**config.mk**
```make
export PLATFORM = sky130hd
export DESIGN_NAME = qr_gate_seq
export DESIGN_NICKNAME = d
export VERILOG_FILES = /design/src/rtl/qr_pkg.sv /design/src/rtl/qr_sync_edge.sv /design/src/rtl/qr_span_timer.sv /design/src/rtl/qr_start_logic.sv /design/src/rtl/qr_gate_seq.sv
export SDC_FILE = /design/constraint.sdc
export NUM_CORES = 1
export LEC_CHECK = 0
export ABC_CLOCK_PERIOD_IN_PS = 4800
export BUFFER_PORTS_ARGS = -buffer_cell sky130_fd_sc_hd__buf_2
export CAP_MARGIN = 20
export CORE_ASPECT_RATIO = 0.75
export CORE_MARGIN = 3
export CORE_UTILIZATION = 39
export CTS_BUF_LIST = sky130_fd_sc_hd__clkbuf_4 sky130_fd_sc_hd__clkbuf_8
export DETAILED_ROUTE_END_ITERATION = 6
export SYNTH_ARGS = -nofsm -noshare
export SYNTH_HDL_FRONTEND = slang
export SYNTH_SLANG_ARGS = --single-unit
```
**constraint.sdc**
```tcl
create_clock -name clk -period 4.8 [get_ports clk]
set_clock_uncertainty 0.15 [all_clocks]
set_input_delay 0.24 -clock clk [delete_from_list [all_inputs] [get_ports clk]]
set_output_delay 0.24 -clock clk [all_outputs]
set_load 0.01 [all_outputs]
```
**src/rtl/qr_pkg.sv**
```systemverilog
package qr_pkg;
  typedef enum logic {
    MODE_FREE = 1'b0,
    MODE_FOLD = 1'b1
  } qr_mode_e;

  function automatic int cnt_width(input int max_val);
    return (max_val < 2) ? 1 : $clog2(max_val + 1);
  endfunction
endpackage

```
**src/rtl/qr_sync_edge.sv**
```systemverilog
module qr_sync_edge #(
  parameter int STAGES = 2
) (
  input  logic clk,
  input  logic rst,
  input  logic din,
  output logic rise
);
  logic [STAGES:0] sh_q;

  always_ff @(posedge clk) begin
    if (rst) sh_q <= '0;
    else     sh_q <= {sh_q[STAGES-1:0], din};
  end

  // sh_q[STAGES-1] is the last synchronizer stage, sh_q[STAGES] its history
  assign rise = sh_q[STAGES-1] & ~sh_q[STAGES];
endmodule

```
**src/rtl/qr_span_timer.sv**
```systemverilog
module qr_span_timer #(
  parameter int W        = 8,
  parameter int LIM      = 10,
  parameter bit RST_FULL = 1'b0
) (
  input  logic clk,
  input  logic rst,
  input  logic clr,
  output logic done
);
  localparam logic [W-1:0] LIM_V = W'(LIM);

  logic [W-1:0] cnt_q;

  always_ff @(posedge clk) begin
    if (rst)                cnt_q <= RST_FULL ? LIM_V : '0;
    else if (clr)           cnt_q <= '0;
    else if (cnt_q != LIM_V) cnt_q <= cnt_q + 1'b1;
  end

  assign done = (cnt_q == LIM_V);
endmodule

```
**src/rtl/qr_start_logic.sv**
```systemverilog
module qr_start_logic
  import qr_pkg::*;
(
  input  logic     clk,
  input  logic     rst,
  input  logic     run_en,
  input  qr_mode_e mode,
  input  logic     zc_rise,
  input  logic     tick,
  input  logic     tmo_done,
  input  logic     per_ok,
  input  logic     gate_on,
  output logic     turn_on
);
  logic req_q;
  logic zc_go;
  logic tmo_go;

  // a zero-crossing edge restarts directly when free-running, or with a stored tick
  assign zc_go   = zc_rise & ((mode == MODE_FREE) | req_q);
  assign tmo_go  = tmo_done & tick;
  assign turn_on = run_en & ~gate_on & per_ok & (zc_go | tmo_go);

  always_ff @(posedge clk) begin
    if (rst || !run_en)                      req_q <= 1'b0;
    else if (turn_on)                        req_q <= 1'b0;
    else if (mode == MODE_FOLD && tick)      req_q <= 1'b1;
  end
endmodule

```
**src/rtl/qr_gate_seq.sv**
```systemverilog
module qr_gate_seq
  import qr_pkg::*;
#(
  parameter int BLANK_CYC      = 20,
  parameter int MIN_PERIOD_CYC = 800,
  parameter int TIMEOUT_CYC    = 400000,
  parameter int SYNC_STAGES    = 2
) (
  input  logic clk,
  input  logic rst,
  input  logic run_en_i,
  input  logic mode_i,
  input  logic zcd_i,
  input  logic ilim_i,
  input  logic osc_tick_i,
  output logic gate_o
);
  localparam int BLK_W = cnt_width(BLANK_CYC);
  localparam int PER_W = cnt_width(MIN_PERIOD_CYC);
  localparam int TMO_W = cnt_width(TIMEOUT_CYC);

  qr_mode_e mode;
  logic     zc_rise;
  logic     turn_on;
  logic     blank_done;
  logic     per_ok;
  logic     tmo_done;
  logic     trip;
  logic     gate_q;

  assign mode = qr_mode_e'(mode_i);

  qr_sync_edge #(.STAGES(SYNC_STAGES)) u_zcd (
    .clk (clk),
    .rst (rst),
    .din (zcd_i),
    .rise(zc_rise)
  );

  // rate clamp: counts cycles since the last turn-on
  qr_span_timer #(.W(PER_W), .LIM(MIN_PERIOD_CYC - 1), .RST_FULL(1'b1)) u_period (
    .clk (clk),
    .rst (rst),
    .clr (turn_on),
    .done(per_ok)
  );

  // comparator mask window after turn-on
  qr_span_timer #(.W(BLK_W), .LIM(BLANK_CYC - 1), .RST_FULL(1'b1)) u_blank (
    .clk (clk),
    .rst (rst),
    .clr (turn_on),
    .done(blank_done)
  );

  // dead-ring fallback: restarts on turn-on or on an off-time zero crossing
  qr_span_timer #(.W(TMO_W), .LIM(TIMEOUT_CYC - 1), .RST_FULL(1'b0)) u_timeout (
    .clk (clk),
    .rst (rst),
    .clr (turn_on | (zc_rise & ~gate_q)),
    .done(tmo_done)
  );

  qr_start_logic u_start (
    .clk     (clk),
    .rst     (rst),
    .run_en  (run_en_i),
    .mode    (mode),
    .zc_rise (zc_rise),
    .tick    (osc_tick_i),
    .tmo_done(tmo_done),
    .per_ok  (per_ok),
    .gate_on (gate_q),
    .turn_on (turn_on)
  );

  assign trip = gate_q & blank_done & ilim_i;

  always_ff @(posedge clk) begin
    if (rst || !run_en_i) gate_q <= 1'b0;
    else if (turn_on)     gate_q <= 1'b1;
    else if (trip)        gate_q <= 1'b0;
  end

  assign gate_o = gate_q;
endmodule

```
* After elaboration in Yosys (flattened, before gate mapping) *
Index checks and enable logic that the tools add are counted.

operators by class
  add/sub/neg operators = 3
  equal/unequal tests = 6
  muxes and demuxes = 6
  bitwise operators = 15
  reductions and logical operators = 9

operators by type and width
  operator                                                          count
  10-bit two-way mux                                                2
  19-bit by 1-bit adder with 19-bit output (second input constant)  1
  19-bit equality test (second input constant)                      1
  19-bit inequality test (second input constant)                    1
  10-bit by 1-bit adder with 10-bit output (second input constant)  1
  10-bit equality test (second input constant)                      1
  5-bit two-way mux                                                 2
  10-bit inequality test (second input constant)                    1
  1-bit bitwise AND                                                 9
  2-bit nonzero test                                                3
  2-bit OR reduction                                                3
  5-bit by 1-bit adder with 5-bit output (second input constant)    1
  5-bit equality test (second input constant)                       1
  5-bit inequality test (second input constant)                     1
  1-bit inverter                                                    3
  1-bit bitwise OR                                                  3
  1-bit two-way mux                                                 2
  1-bit logical AND                                                 1
  1-bit zero test                                                   1
  1-bit logical OR                                                  1

word-level totals
  register bits = 39
  bits of input ports = 7
  output and inout port bits = 1
  logic and storage cells = 47

* Depth between registers and ports, before layout *
  word-level depth = 7
  mapped depth = 7
  gate-level depth less buffers = 6

* Cells and area by module *
A second synthesis with hierarchy kept.

unflattened totals
  cell total of the unflattened synthesis = 216
  area, all modules = 1945.6 um2

by module, submodules not included
  module                      times used  cells each  area each (um2)  seq. area each (um2)
  qr_span_timer at u_timeout  1           110         953.4            380.4
  qr_span_timer at u_period   1           65          538.0            200.2
  qr_span_timer at u_blank    1           19          217.7            100.1
  qr_sync_edge                1           7           87.6             60.1
  qr_start_logic              1           8           83.8             20.0
  qr_gate_seq                 1           7           65.1             20.0

* Least setup slack after synthesis *
OpenSTA, ideal clock, no wires.

  path type = register -> register
  start = register u_period.cnt_q[5]
  end = register u_timeout.cnt_q[3]
  library setup time = 0.131 ns
  data arrival time = 1.864 ns
  required time = 4.519 ns
  setup slack = 2.655 ns
  stages on the path, launching flop included = 7
  path buffers = 1
  clock period less this slack = 2.145 ns
  cell sequence = dfxtp_1 -> or4b_4 -> nor4_4 -> nand4b_4 -> o21bai_4 -> buf_6 -> a211oi_1

between the ends
  word-level cells in the longest chain between the ends = 5

ends and longest elaborated chain
  item                             line                  text
  start, declared                  qr_span_timer.sv:13   logic [W-1:0] cnt_q;
  start signal, assigned           qr_span_timer.sv:16   if (rst) cnt_q <= RST_FULL ? LIM_V : '0;
  start signal, assigned           qr_span_timer.sv:18   else if (cnt_q != LIM_V) cnt_q <= cnt_q + 1'b1;
  10-bit equality test             qr_span_timer.sv:21   assign done = (cnt_q == LIM_V);
  1-bit bitwise AND (2 in series)  qr_start_logic.sv:22  assign turn_on = run_en & ~gate_on & per_ok & (zc_go | tmo_go);
  1-bit bitwise OR                 qr_gate_seq.sv:60     .clr (turn_on | (zc_rise & ~gate_q)),
  2-bit OR reduction (no line)     -
  end signal, assigned             qr_span_timer.sv:16
  end signal, assigned             qr_span_timer.sv:18
  end, declared                    qr_span_timer.sv:13

No other way between the ends.
A chain may end at the register's enable or synchronous reset.

* Final worst setup path *
  start = register u_period.cnt_q[5]
  end = register u_timeout.cnt_q[6]

The elaborated chain is that of the path after synthesis.

==> results.cfg <==
[pwr]
clkPwrFrac_pct = 25.4
p_seq_share_pct = 46.4
p_comb_share_pct = 28.2
powerDensity_nw_per_um2 = 435
p_int_uw = 583
p_leak_nw = 0.731
ir_drop_uv = 296
p_switching_uw = 271
switching_share_pct = 31.8

[sta]
hold_viol = 0
slew_headroom_pct = 47.8
final_max_slew_viol_count = 0
fin_crit_sh_pct = 50.4
layout_min_cycle_time_ns = 2.42
rsz0062_at_grt = no
finalSetupTns_ns = 0
fmax_mhz = 413
worstMarginPinSlew_ns = 0.772
setup_viol = 0
setup_ws_ns = 2.38

[yosys]
synth-seq-cells = 39
synth.most_common_cell = dfxtp_1
synth.largest_area_cell = dfxtp_1
yosys_most_used_dff = dfxtp_1
synth.area.top_cells = dfxtp_1 43%, xor2_1 6.3%, xnor2_1 4.4%, nor2_1 4.2%, nand3_1 3.6%
yosysUniqueCellTypes = 46
synth_area_um2 = 1800
synth_nets = 202
synth-async-reset-ratio_pct = 0
synth_commonest_cells = 39 x dfxtp_1, 20 x nor2_1, 14 x nand2_1, 13 x nand3_1, 13 x xor2_1
synth_edf_count = 0
yosysWarningCount = 0
synthCells = 192
synth_seq_area_share_pct = 43.4
synth_top_area_share_pct = 43.4
syn_avg_cell_area_um2 = 9.38

[status]
status = finished clean

[finish]
drive_above_1_share_pct = 15.3
finish.utilization_pct = 46.1
antenna_cells = 0
finalNetCount = 212
syn_to_final_growth_pct = 8.96

[clocking]
cts_buffer_depth = 2
cts_hold_buf = 0
cts_resized = 0
cts_made_buffers = 5
clock-sinks = 39
cts_max_level = 2
ctsRootBufferMaster = clkbuf_8
tritoncts = yes
clk_pin_slew_ns = 0.07
post_cts_buffers = 0
clk_latency_ns = 0.29

[setup_path]
critPathKind = reg2reg
critPathLaunchType = flop
worstPathArrival_ns = 2.42
crit_required_ns = 4.80
end_kind = flop
rrSetupSlack_ns = 2.38
crit_fanout = 12

[grt]
grt-ovfl-total = 0
antenna_found_initial = 0
grt_pass1_vias = 1396
grt_first_pass_wirelength_mm = 6.18
grt.total_usage_pct = 14.2
grt_max_degree = 15

[die]
core_um2 = 4250
initial_core_util_pct = 42.3
rows = 20
die_w_um = 84.5
fp.dieH_um = 64.8
io_pins = 8
die_area_um2 = 5480

[routing]
drtIter0Drc = 93
avgRoutedWirePerCell_um = 13.5
antenna_left = 0
drt-total-wl_mm = 3.48
vias = 1398
drt-pass1-iter-count = 4
vias_per_cell = 5.44
drc_errors = 0

[placed_design]
place_congestion = 0.896
io_buffers = 7
dp_hpwl_mm = 2.60
dp_slack_ns = 2.41

[run]
max-cap-violations = 0

[hold_path]
worstHoldPathType = in2reg
-- layout by cell type (no fill, tap or decap), drive strengths merged, types with 5 or more instances in the layout --
cell	instances
clkbuf	6
inv	5
buf	7
nand3	13
o21ai	11
a31oi	6
nor2	24
xnor2	9
dfxtp	39
xor2	13
nand2	14
nor3	7
-- sequential cells by signal, indices dropped and copies added, names as in the netlist --
signal and count:
u_period.cnt_q 10, u_start.req_q 1, u_zcd.sh_q 3, gate_o 1
u_timeout.cnt_q 19, u_blank.cnt_q 5
-- critical path: stages, from the launching register on --
cell,delay (ns)
dfxtp_1,0.35
or4b_4,0.57
nor4_4,0.55
nand4b_4,0.20
o21bai_4,0.36
a211oi_1,0.10
-- path summary, 6_finish.rpt --
check,from,endpoint,cells past startpoint
min,zcd_i,u_zcd.sh_q[0],2
min reg2reg,u_zcd.sh_q[1],u_zcd.sh_q[2],1
max,u_period.cnt_q[5],u_timeout.cnt_q[6],5
max reg2reg,u_period.cnt_q[5],u_timeout.cnt_q[6],5
-- kinds of logic (layout without fill, tap and decap cells) --
| logic type | count (synthesis) | count (layout) | share of synthesized area (%) |
|---|---|---|---|
| AND/OR/NAND/NOR | 88 | 88 | 29.3 |
| flip-flops | 39 | 39 | 43.4 |
| adder cells (fa/ha/maj) | 3 | 3 | 2.09 |
| AO/OA/AOI/OAI | 29 | 29 | 10.6 |
| multiplexers | 2 | 2 | 1.18 |
| buffers and inverters | 9 | 19 | 2.71 |
| XOR/XNOR | 22 | 22 | 10.7 |
-- power groups by stage --
stage	Sequential, mW	Combinational (mW)	Clock [mW]
final	0.397	0.241	0.217
after global routing	0.404	0.271	0.240
after CTS	0.396	0.244	0.227
after detailed placement	0.403	0.241	0
after global placement	0.400	0.233	0
after floorplan	0.396	0.205	0
-- layout make-up --
class,count,area (um^2)
fill,406,2290
clock inverter,1,5.00
multi-input combinational,144,971
tap,55,68.8
inverter,5,18.8
sequential,39,781
timing repair buffer,7,35.0
clock buffer,6,82.6
-- metal layers --
layer,vias up,wire (um),part of all wire (%),track usage [%]
met5,-,0,0,0
met3,2,198,5.7,4.45
met1,666,1700,49,18.1
li1,699,-,-,-
met4,0,29,0.83,6.52
met2,31,1550,45,21.9
-- metrics by stage --
| step | hold WS, ns | total power [mW] | std cells | area, um^2 |
|---|---|---|---|---|
| final | 0.0150 | 0.854 | 257 | 1960 |
| after global routing | 0.0253 | 0.915 | 257 | 1960 |
| after CTS | 0.00297 | 0.867 | 257 | 1960 |
| after detailed placement | 0.307 | 0.644 | 250 | 1870 |
| after global placement | 0.282 | 0.634 | 250 | 1870 |
| after floorplan | 0.218 | 0.601 | 192 | 1800 |
No activity file was read; power rests on OpenSTA's default activity.
